File: config.mk
export PLATFORM = sky130hd
export DESIGN_NAME = hamming_stream_ecc
export DESIGN_NICKNAME = d
export VERILOG_FILES = /design/src/rtl/hse_pkg.sv /design/src/rtl/hse_step_counter.sv /design/src/rtl/hse_parity_accum.sv /design/src/rtl/hse_spare_format.sv /design/src/rtl/hamming_stream_ecc.sv
export SDC_FILE = /design/constraint.sdc
export NUM_CORES = 1
export LEC_CHECK = 0
export ABC_CLOCK_PERIOD_IN_PS = 1630
export BUFFER_PORTS_ARGS = -buffer_cell sky130_fd_sc_hd__buf_2
export CAP_MARGIN = 20
export CORE_MARGIN = 4
export CORE_UTILIZATION = 30
export CTS_CLUSTER_DIAMETER = 40
export DETAILED_ROUTE_END_ITERATION = 8
export GPL_TIMING_DRIVEN = 1
export PLACE_DENSITY_LB_ADDON = 0.15
export RECOVER_POWER = 50
export SLEW_MARGIN = 30
export SYNTH_ARGS = -nofsm -noshare
export SYNTH_HDL_FRONTEND = slang
export SYNTH_SLANG_ARGS = --single-unit
File: constraint.sdc
create_clock -name clk -period 1.63 [get_ports clk]
set_clock_uncertainty 0.05 [all_clocks]
set_input_delay 0.163 -clock clk [delete_from_list [all_inputs] [get_ports clk]]
set_output_delay 0.163 -clock clk [all_outputs]
set_load 0.02 [all_outputs]
File: src/rtl/hse_pkg.sv
// Package: shared constants for the streaming Hamming ECC generator.
// Assumes byte-wide data; every size the modules use derives from these.
package hse_pkg;
    localparam int BYTE_W        = 8;
    localparam int POS_W         = $clog2(BYTE_W);
    localparam int DEF_STEP      = 256;
    localparam int SHIFT_PAD     = 2;
endpackage

File: src/rtl/hse_step_counter.sv
// Module: hse_step_counter
// Counts accepted bytes within a step and reports the index of the byte
// being accepted now, after a clear has been applied. Raises wrap when that
// byte is the last one of a step. Assumes STEP_BYTES is a power of two.
module hse_step_counter #(
    parameter int STEP_BYTES = hse_pkg::DEF_STEP,
    localparam int IDX_W     = $clog2(STEP_BYTES)
) (
    input  logic             clk,
    input  logic             rst_n,
    input  logic             clear,
    input  logic             take,
    output logic [IDX_W-1:0] idx_now,
    output logic             wrap
);
    localparam logic [IDX_W-1:0] LAST_IDX = IDX_W'(STEP_BYTES - 1);

    logic [IDX_W-1:0] idx_q;

    // Effective index of the incoming byte: a clear restarts at zero.
    always_comb begin
        idx_now = clear ? '0 : idx_q;
        wrap    = take && (idx_now == LAST_IDX);
    end

    // Advance the index on each accepted byte, wrapping at the step end.
    always_ff @(posedge clk) begin
        if (!rst_n)
            idx_q <= '0;
        else if (wrap)
            idx_q <= '0;
        else if (take)
            idx_q <= idx_now + IDX_W'(1);
        else
            idx_q <= idx_now;
    end
endmodule

File: src/rtl/hse_parity_accum.sv
// Module: hse_parity_accum
// Keeps the running parity of one step: an XOR of all bytes (folded into
// column parity at the end) and one even/odd line-parity pair per index bit.
// code_next is the full code including the byte being accepted now; the
// running state returns to zero when the step wraps. Assumes idx_now and
// wrap come from the step counter in the same cycle.
module hse_parity_accum #(
    parameter int STEP_BYTES = hse_pkg::DEF_STEP,
    localparam int IDX_W     = $clog2(STEP_BYTES),
    localparam int BW        = hse_pkg::BYTE_W,
    localparam int PW        = hse_pkg::POS_W,
    localparam int CODE_W    = 2 * IDX_W + 2 * PW
) (
    input  logic              clk,
    input  logic              rst_n,
    input  logic              clear,
    input  logic              take,
    input  logic              wrap,
    input  logic [IDX_W-1:0]  idx_now,
    input  logic [BW-1:0]     data,
    output logic [CODE_W-1:0] code_next
);
    logic [BW-1:0]    col_q, col_base, col_add;
    logic [IDX_W-1:0] lev_q, lod_q, lev_base, lod_base, lev_add, lod_add;
    logic             byte_par;
    logic [2*PW-1:0]  col_code;

    // Fold the incoming byte into a copy of the state (cleared if asked).
    always_comb begin
        col_base = clear ? '0 : col_q;
        lev_base = clear ? '0 : lev_q;
        lod_base = clear ? '0 : lod_q;
        byte_par = ^data;
        col_add  = col_base ^ data;
        lev_add  = lev_base ^ ({IDX_W{byte_par}} & ~idx_now);
        lod_add  = lod_base ^ ({IDX_W{byte_par}} &  idx_now);
    end

    // Column parity: split the byte-wise XOR by each position-index bit.
    always_comb begin
        col_code = '0;
        for (int k = 0; k < PW; k++) begin
            for (int b = 0; b < BW; b++) begin
                if (((b >> k) & 1) != 0)
                    col_code[2*k+1] = col_code[2*k+1] ^ col_add[b];
                else
                    col_code[2*k]   = col_code[2*k]   ^ col_add[b];
            end
        end
    end

    // Interleave line-parity pairs above the column bits.
    generate
        for (genvar k = 0; k < IDX_W; k++) begin : g_line
            assign code_next[2*PW + 2*k]     = lev_add[k];
            assign code_next[2*PW + 2*k + 1] = lod_add[k];
        end
    endgenerate
    assign code_next[2*PW-1:0] = col_code;

    // Register the running state; a wrap starts the next step at zero.
    always_ff @(posedge clk) begin
        if (!rst_n || wrap) begin
            col_q <= '0;
            lev_q <= '0;
            lod_q <= '0;
        end else if (take) begin
            col_q <= col_add;
            lev_q <= lev_add;
            lod_q <= lod_add;
        end else begin
            col_q <= col_base;
            lev_q <= lev_base;
            lod_q <= lod_base;
        end
    end
endmodule

File: src/rtl/hse_spare_format.sv
// Module: hse_spare_format
// Converts a held code into its stored spare-area form: the code shifted
// left by two, inverted, and zero-extended to a whole number of bytes. The
// first byte to write is the most significant. Purely combinational.
module hse_spare_format #(
    parameter int CODE_W   = 22,
    localparam int SPARE_N = (CODE_W + hse_pkg::SHIFT_PAD + 7) / 8,
    localparam int SPARE_W = 8 * SPARE_N
) (
    input  logic [CODE_W-1:0]  code,
    output logic [SPARE_W-1:0] spare
);
    logic [SPARE_W-1:0] shifted;

    // Shift into byte-aligned width and invert every bit.
    always_comb begin
        shifted = SPARE_W'(code) << hse_pkg::SHIFT_PAD;
        spare   = ~shifted;
    end
endmodule

File: src/rtl/hamming_stream_ecc.sv
// Module: hamming_stream_ecc (top)
// Streaming Hamming ECC generator for one 256-byte step at a time. It holds
// the finished code until the next step completes, pulses step_done for one
// cycle when the held code changes, and presents the spare-area form. Assumes
// the data source never needs back-pressure.
module hamming_stream_ecc #(
    parameter int STEP_BYTES = hse_pkg::DEF_STEP,
    localparam int IDX_W     = $clog2(STEP_BYTES),
    localparam int CODE_W    = 2 * IDX_W + 2 * hse_pkg::POS_W,
    localparam int SPARE_W   = 8 * ((CODE_W + hse_pkg::SHIFT_PAD + 7) / 8)
) (
    input  logic                       clk,
    input  logic                       rst_n,
    input  logic                       clear,
    input  logic                       in_valid,
    input  logic [hse_pkg::BYTE_W-1:0] in_byte,
    output logic [CODE_W-1:0]          ecc_word,
    output logic                       step_done,
    output logic [SPARE_W-1:0]         spare_code
);
    logic [IDX_W-1:0]  idx_now;
    logic              wrap;
    logic [CODE_W-1:0] code_next;
    logic [CODE_W-1:0] hold_q;
    logic              done_q;

    hse_step_counter #(.STEP_BYTES(STEP_BYTES)) u_count (
        .clk     (clk),
        .rst_n   (rst_n),
        .clear   (clear),
        .take    (in_valid),
        .idx_now (idx_now),
        .wrap    (wrap)
    );

    hse_parity_accum #(.STEP_BYTES(STEP_BYTES)) u_accum (
        .clk       (clk),
        .rst_n     (rst_n),
        .clear     (clear),
        .take      (in_valid),
        .wrap      (wrap),
        .idx_now   (idx_now),
        .data      (in_byte),
        .code_next (code_next)
    );

    // Latch the completed code and flag it for exactly one cycle.
    always_ff @(posedge clk) begin
        if (!rst_n) begin
            hold_q <= '0;
            done_q <= 1'b0;
        end else begin
            done_q <= wrap;
            if (wrap)
                hold_q <= code_next;
        end
    end

    hse_spare_format #(.CODE_W(CODE_W)) u_fmt (
        .code  (hold_q),
        .spare (spare_code)
    );

    assign ecc_word  = hold_q;
    assign step_done = done_q;
endmodule

Word-level counts from Yosys, hierarchy flattened
Cells that the tools add are included.
W data, S select, Z words.
{"block": "totals", "ff_bits": 55, "inputBits": 12, "output_inout_bits": 47, "word_cells": 46}
{"block": "op_classes", "addsub": 1, "n_eq_ne": 1, "muxes": 8, "bitwise_logic": 25, "n_reduce_logical": 5}
{"operator": "$mux W8", "n": 8}
{"operator": "$not A24 Y24", "n": 1}
{"operator": "$xor A8 B8 Y8", "n": 3}
{"operator": "$xor A1 B1 Y1", "n": 17}
{"operator": "$and A8 B8 Y8", "n": 2}
{"operator": "$add A8 B1 Y8 const B", "n": 1}
{"operator": "$eq A8 B8 Y1 const B", "n": 1}
{"operator": "$not A8 Y8", "n": 1}
{"operator": "$reduce_xor A8 Y1", "n": 1}
{"operator": "$reduce_or A2 Y1", "n": 1}
{"operator": "$logic_and A1 B1 Y1", "n": 1}
{"operator": "$logic_not A1 Y1", "n": 1}
{"operator": "$logic_or A1 B1 Y1", "n": 1}
{"operator": "$not A1 Y1", "n": 1}

Longest topological paths before layout
Gate-level depths: netlist of run 1.
{"block": "logic_depth", "depth_word": 5, "ltp_mapped": 7, "depth_no_buf": 5}

By module
Synthesis of run 1 repeated with hierarchy kept, for this count alone.
{"block": "hier_totals", "hier_cells": 366, "hier_area_um2": 3114.2}
{"mod": "hse_parity_accum", "n_inst": 1, "cells_each": 221, "area_each_um2": 1721.7, "seq_area_each_um2": 480.5}
{"mod": "hamming_stream_ecc", "n_inst": 1, "cells_each": 73, "area_each_um2": 883.3, "seq_area_each_um2": 460.4}
{"mod": "hse_step_counter", "n_inst": 1, "cells_each": 47, "area_each_um2": 407.9, "seq_area_each_um2": 160.2}
{"mod": "hse_spare_format", "n_inst": 1, "cells_each": 25, "area_each_um2": 101.3, "seq_area_each_um2": 0.0}

Worst setup path before layout of run 1
No wires, ideal clock.
{"block": "synth_timing", "path_kind": "reg2reg", "from": "register u_count.idx_q[1]", "to": "register u_accum.lev_q[0]", "setup_time_ps": 134, "t_arrival_ps": 1626, "required_ps": 1446, "slack_ps": -180, "stages_incl_launch_ff": 8, "synth_period_minus_slack_ps": 1810, "cell_sequence": "dfxtp_1 > buf_2 > nand4_2 > nor4_2 > nor2b_1 > clkbuf_1 > o311ai_0 > o31ai_1"}
{"block": "synth_between", "elab_chain_len": 4}
{"element": "start, declared", "line_no": "hse_step_counter.sv:18", "text": "logic [IDX_W-1:0] idx_q;"}
{"element": "start signal, assigned", "line_no": "hse_step_counter.sv:33", "text": "idx_q <= idx_now + IDX_W'(1);"}
{"element": "start signal, assigned", "line_no": "hse_step_counter.sv:35", "text": "idx_q <= idx_now;"}
{"element": "$mux W8", "line_no": "hse_step_counter.sv:22", "text": "idx_now = clear ? '0 : idx_q;"}
{"element": "$eq A8 B8 Y1", "line_no": "hse_step_counter.sv:23", "text": "wrap = take && (idx_now == LAST_IDX);"}
{"element": "$logic_and A1 B1 Y1", "line_no": "hse_step_counter.sv:23"}
{"element": "$logic_or A1 B1 Y1", "line_no": "hse_parity_accum.sv:63", "text": "if (!rst_n || wrap) begin"}
{"element": "end signal, assigned", "line_no": "hse_parity_accum.sv:69", "text": "lev_q <= lev_add;"}
{"element": "end signal, assigned", "line_no": "hse_parity_accum.sv:73", "text": "lev_q <= lev_base;"}
{"element": "end, declared", "line_no": "hse_parity_accum.sv:24", "text": "logic [IDX_W-1:0] lev_q, lod_q, lev_base, lod_base, lev_add, lod_add;"}
No other way between the ends.
A chain may end at the register's enable or synchronous reset.

Worst setup path in the final report of run 1
{"block": "layout_timing", "from": "register u_count.idx_q[0]", "to": "register hold_q[5] (netlist: ecc_word[5])"}
{"block": "layout_between", "elab_chain_len": 3}
{"element": "$mux W8", "line_no": "hse_step_counter.sv:22"}
{"element": "$eq A8 B8 Y1", "line_no": "hse_step_counter.sv:23"}
{"element": "$logic_and A1 B1 Y1", "line_no": "hse_step_counter.sv:23"}
{"element": "end signal, assigned", "line_no": "hamming_stream_ecc.sv:55", "text": "hold_q <= code_next;"}
{"element": "end, declared", "line_no": "hamming_stream_ecc.sv:24", "text": "logic [CODE_W-1:0] hold_q;"}
No other way between the ends.

==> results.md, run 1 <==
* Die ar. at 10600 um2
* Worst VDD drop at 0.439 mV
* Overflow after GRT at 0
* Clock Path Buffers at 2
* Synth Register Bits at 55
* Worst-skew pair later-pin latency at 0.31 ns
* Crit path time final at 1.48 ns
* Startpoint types: flip-flop
* Fill cells at 926
* Htree depth at 2
* Total chip power at 0.00301 W
* Post-synth ARST share at 0
* Pwr Density at 876 nW/um2
* Number of global-route vias before repair at 2170
* First-pass GRT wire length at 10700 um
* Fin. Hold Viols at 0
* Final WL at 6650 um
* CP top delay family: simple AND/OR/NAND/NOR gates
* Hold Path Class: in2reg
* Critical Path AT at 1.64 ns
* Post-CTS sizing at 0
* Area Growth Syn to Fin at 26.7%
* Ys Warns at 0
* Fin. max-slew vios at 0
* Nets at 410
* CTS buffer count at 5
* Synthesized area per cell at 8.47 um2
* Post-Syn Area at 2710 um2
* Layout cells sized above 1 at 0.148
* # DRC at 0
* DR vias/cell at 4.58
* Hold-fix buffers, CTS at 0
* ANT cells at 0
* Sequential element share of the synthesized area at 0.406
* Crit path capture type: flip-flop
* GP Congestion at 0.753
* Hold WS at 0.104 ns
* Final core occ at 0.392
* Io pins at 59
* Initial antenna violation count at 0
* Largest net degree at the start of global routing at 29
* MaxCap Viol Count at 0
* GRT Util Overall at 0.130
* Post-route ant nets at 0
* DR iter-0 viols at 111
* RSZ-0062 raised after global routing: no
* Top_reg_cell synth: dfxtp_1
* Clock sinks at 55
* Achievable frequency at 674 MHz
* CTS tree: built
* Die span in x at 103 um
* Post-synth EDFFs at 0
* Finish-stage setup viols at 0
* # port buffers at 56
* Worst path slowest cell: dfxtp_1
* Yosys cell types at 30
* WP buf/inv at 1
* Clock Tree Root: clkbuf_8
* Row count at 34
* Status: finished clean
* Cells after Synth at 320
* Synth area leader: dfxtp_1
* Core Box Area at 8760 um2
* Kind of critical path: reg2reg
* DP Wirelength at 4810 um
* Static Leak at 1.19 nW
* Data required, critical path at 1.78 ns
* Via count at 2319
* Setup bufs post-CTS at 0
* Clock-pin transition on the worst setup and hold timing paths at 0.10 ns
* Initial Utilization at 0.309
* WL/cell at 13.1 um
* Period utilization at 0.910
* Worst path cell trace: nand4_4, nor4_4, nor2b_2, buf_12, a22o_1
* Area contributors post-synth: dfxtp_1 (41%), xnor2_1 (10%), nor2_1 (5.1%)
* First-pass DRT Iterations at 4
* Die H at 103 um
* Slowest Stage Delay on Critical Path at 0.38 ns
* Area fraction of the dominant cell type after synthesis at 0.406
* Worst-path maximum fanout at 15
-- cell type report --
| type | instances | area [um2] | share of cell area |
|---|---|---|---|
| sequential | 55 | 1100 | 0.321 |
| inverter | 25 | 93.8 | 0.0273 |
| clock inverter | 1 | 30.0 | 0.00875 |
| timing repair buffer | 90 | 534 | 0.156 |
| clock buffer | 6 | 72.6 | 0.0211 |
| tap | 108 | 135 | 0.0394 |
| multi-input combinational | 221 | 1470 | 0.427 |
-- metal layers --
layer,GRT usage,vias to the layer above,wire [um]
met3,0.0264,5,325
met2,0.201,50,2860
li1,-,1215,-
met1,0.185,1049,3400
met4,0.0329,0,69
met5,0,-,0
-- synthesized netlist by cell type (8+ instances only) --
master	number
o21ai_0	17
xnor2_1	32
nand3_1	8
o31ai_1	8
nand2b_1	10
dfxtp_1	55
o311ai_0	8
nand2_1	25
nor2b_1	12
or3_1	11
clkbuf_1	13
a21oi_1	9
nor2_1	37
inv_1	25
xor2_1	11
-- registers in the layout (all words and copies together), names as in the netlist --
signal         flops
u_accum.lod_q      8
u_count.idx_q      8
u_accum.col_q      8
ecc_word          22
u_accum.lev_q      8
step_done          1
-- worst reg2reg max path: stages (launching register included) --
cell and delay [ns]:
dfxtp_1 0.38, nand4_4 0.17, nor4_4 0.30, nor2b_2 0.09
buf_12 0.16, a22o_1 0.24
-- report_power, final --
group	switching [W]	total (W)	internal (W)
combinational	0.000364	0.000676	0.000313
sequential	0.0000444	0.00144	0.00139
clock	0.000441	0.000892	0.000452
total	0.000849	0.00301	0.00216
-- cells in the final DEF (no fill, tap or decap), types with 9 or more instances in the layout --
cell type  count
or3_1         11
buf_2         11
nand2b_1       9
nor2b_1       11
inv_1         25
o21ai_0       17
clkbuf_1      48
nor2_1        37
dfxtp_1       54
buf_4         27
a21oi_1        9
xor2_1        11
xnor2_1       31
nand2_1       25
-- kinds of logic (layout without fill, tap and decap cells) --
family | count (synthesis) | after routing | share of synthesized area
AO/OA/AOI/OAI | 57 | 57 | 0.142
XOR/XNOR | 46 | 46 | 0.157
buffers and inverters | 45 | 122 | 0.0674
flip-flops | 55 | 55 | 0.406
multiplexers | 2 | 2 | 0.00739
other | 1 | 2 | 0.00138
AND/OR/NAND/NOR | 114 | 114 | 0.219
-- stage by stage --
step	TNS [ns]	cells	cell area [um2]	setup WS [ns]
5_1_grt	0	506	3430	0.0389
4_1_cts	0	506	3490	0.0616
3_5_place_dp	-0.547	499	3390	-0.0717
6_report	0	506	3430	0.146
3_3_place_gp	-0.296	499	3390	-0.0423
2_1_floorplan	-0.558	321	2770	-0.0533
-- path summary, 6_finish.rpt --
check                         from      endpoint  slack (ns)  depth (start not counted)
setup / recovery  u_count.idx_q[0]   ecc_word[5]        0.15                          5
hold / removal               rst_n  ecc_word[18]        0.10                          2
setup reg to reg  u_count.idx_q[0]   ecc_word[5]        0.15                          5
hold reg to reg   u_accum.lev_q[2]  ecc_word[10]        0.44                          2
(Power assumes the default switching activity.)
==> run 2, diff against run 1 <==
--- a/config.mk
+++ b/config.mk
@@ -18,4 +18,5 @@
 export SLEW_MARGIN = 30
 export SYNTH_ARGS = -nofsm -noshare
 export SYNTH_HDL_FRONTEND = slang
+export SYNTH_HIERARCHICAL = 1
 export SYNTH_SLANG_ARGS = --single-unit
==> run 2 against run 1 <==
Net effect:
- count of clock-buffer cells in the layout did not move
- combinational power up 27%
- sequential power is essentially flat
- core utilization fell by 0.65 points
- die area up 14%
- sequential cell count unchanged
- register-to-register slack lost 0.04 ns
- global-route usage shrank 0.71 points
- clock power is 5.3% lower
- first-iteration DRC count shrank 34%
- largest cell class unchanged
- largest power group unchanged
==> results.md, run 2 <==
* Status: finished clean
* Post-route ant nets at 0
* Clock-pin transition on the worst setup and hold timing paths at 0.12 ns
* CTS buffer count at 5
* Final core occ at 0.385
* Die ar. at 12100 um2
* Fill cells at 1070
* Commonest cells after routing, fill and taps aside: dfxtp_1 (54), xnor2_1 (49), clkbuf_1 (46)
* Synth area leader: dfxtp_1
* WL/cell at 12.7 um
* Achievable frequency at 657 MHz
* Layout cells sized above 1 at 0.146
* # port buffers at 56
* Synth Register Bits at 55
* Clock Path Buffers at 2
* Io pins at 59
* Row count at 36
* Initial antenna violation count at 0
* Critical Path AT at 1.72 ns
* Post-Syn Area at 3110 um2
* GRT Util Overall at 0.123
* MaxCap Viol Count at 0
* Slowest Stage Delay on Critical Path at 0.32 ns
* Fin. Hold Viols at 0
* Worst-skew pair later-pin latency at 0.31 ns
* Number of global-route vias before repair at 2458
* Most common cell after layout, fill and taps aside: dfxtp_1
* Worst VDD drop at 0.427 mV
* Clock Tree Root: clkbuf_8
* Worst path cell trace: nor2b_2, nand3_1, nor3_4, buf_4, nand2b_2, a311o_1, o31ai_1
* Post-synth ARST share at 0
* Area fraction of the dominant cell type after synthesis at 0.354
* Clock sinks at 55
* Via count at 2529
* DR vias/cell at 4.38
* Largest net degree at the start of global routing at 39
* First-pass DRT Iterations at 4
* Finish-stage setup viols at 0
* First-pass GRT wire length at 11700 um
* Nets at 455
* DR iter-0 viols at 73
* Startpoint types: flip-flop
* Hold WS at 0.144 ns
* Die span in x at 110 um
* WP buf/inv at 1
* Initial Utilization at 0.313
* Die H at 110 um
* # DRC at 0
* GP Congestion at 0.769
* Crit path capture type: flip-flop
* Yosys cell types at 33
* RSZ-0062 raised after global routing: no
* CP top delay family: simple AND/OR/NAND/NOR gates
* Post-synth EDFFs at 0
* DP Wirelength at 5030 um
* Static Leak at 1.27 nW
* Top_reg_cell synth: dfxtp_1
* CTS tree: built
* R2R Setup Slk at 0.11 ns
* Htree depth at 2
* Max FFs per register at 22
* Final WS setup at 0.109 ns
* Crit path time final at 1.52 ns
* Fin. max-slew vios at 0
* Area Growth Syn to Fin at 23.1%
* Final WL at 7340 um
* Overflow after GRT at 0
* Core Box Area at 9950 um2
* Pwr Density at 814 nW/um2
* Synth cell count leaders: dfxtp_1 (55), xnor2_1 (52), nor2b_1 (38)
* Hold-fix buffers, CTS at 0
* Cells after Synth at 366
* Ys Warns at 6
* Synthesized area per cell at 8.51 um2
* Area contributors post-synth: dfxtp_1 (35%), xnor2_1 (15%), nor2b_1 (7.6%)
* Period utilization at 0.933
* Worst path slowest cell: dfxtp_1
* Data required, critical path at 1.82 ns
* ANT cells at 0
* Hold Path Class: in2reg
* Worst-path maximum fanout at 7
* Kind of critical path: reg2reg
* Setup WS pre-CTS at -0.121 ns
* Sequential element share of the synthesized area at 0.354
* Top-count cell post-synth: dfxtp_1
[run 2: kinds of logic after synthesis]
kind of cell,after synthesis,synth area share
muxes,22,0.0707
xor gates and xnor gates,60,0.176
and+or+nand+nor,136,0.233
other,1,0.00120
DFF,55,0.354
buffers and inverters,52,0.0804
AOI/OAI and AO/OA,40,0.0852
[run 2: metal layers]
| layer | routed length (um) | global-route usage | up-vias | part of all wire |
|---|---|---|---|---|
| li1 | - | - | 1314 | - |
| met1 | 3640 | 0.162 | 1164 | 0.50 |
| met2 | 3300 | 0.205 | 46 | 0.45 |
| met3 | 333 | 0.0241 | 5 | 0.045 |
| met4 | 72 | 0.0321 | 0 | 0.0098 |
| met5 | 0 | 0 | - | 0 |
[run 2: cell type report]
cell class | count | area, um2 | share of cell area
clock buffer | 6 | 82.6 | 0.0215
clock inverter | 2 | 16.3 | 0.00424
inverter | 32 | 120 | 0.0313
multi-input combinational | 261 | 1820 | 0.475
sequential | 55 | 1100 | 0.287
tap | 133 | 166 | 0.0434
timing repair buffer | 88 | 526 | 0.137
[run 2: worst paths after layout]
path | startpoint | cells after the start | endpoint
max | u_count/idx_q[5] | 7 | u_accum/lev_q[7]
max reg2reg | u_count/idx_q[5] | 7 | u_accum/lev_q[7]
min reg2reg | u_count/idx_q[4] | 2 | u_count/idx_q[4]
min | rst_n | 2 | u_count/idx_q[5]
[run 2: repair_timing]
action                                  CTS  global route
buffers inserted                          0             1
endpoints found under the setup margin    0            34
resized for setup                         0             5
[run 2: power breakdown]
group / switching, W / leakage (nW) / internal, W
sequential: 0.0000254 / 0.447 / 0.00139
clock: 0.000496 / 0.0474 / 0.000349
combinational: 0.000458 / 0.774 / 0.000400
total: 0.000979 / 1.27 / 0.00214
[run 2: metrics by stage]
step	setup TNS, ns	total power, W	instance area [um2]	std cells
after floorplan	0	0.00204	3170	367
after global placement	-1.65	0.00231	3760	567
after detailed placement	-2.07	0.00232	3760	567
after CTS	0	0.00317	3860	575
after global routing	0	0.00328	3830	577
final	0	0.00312	3830	577
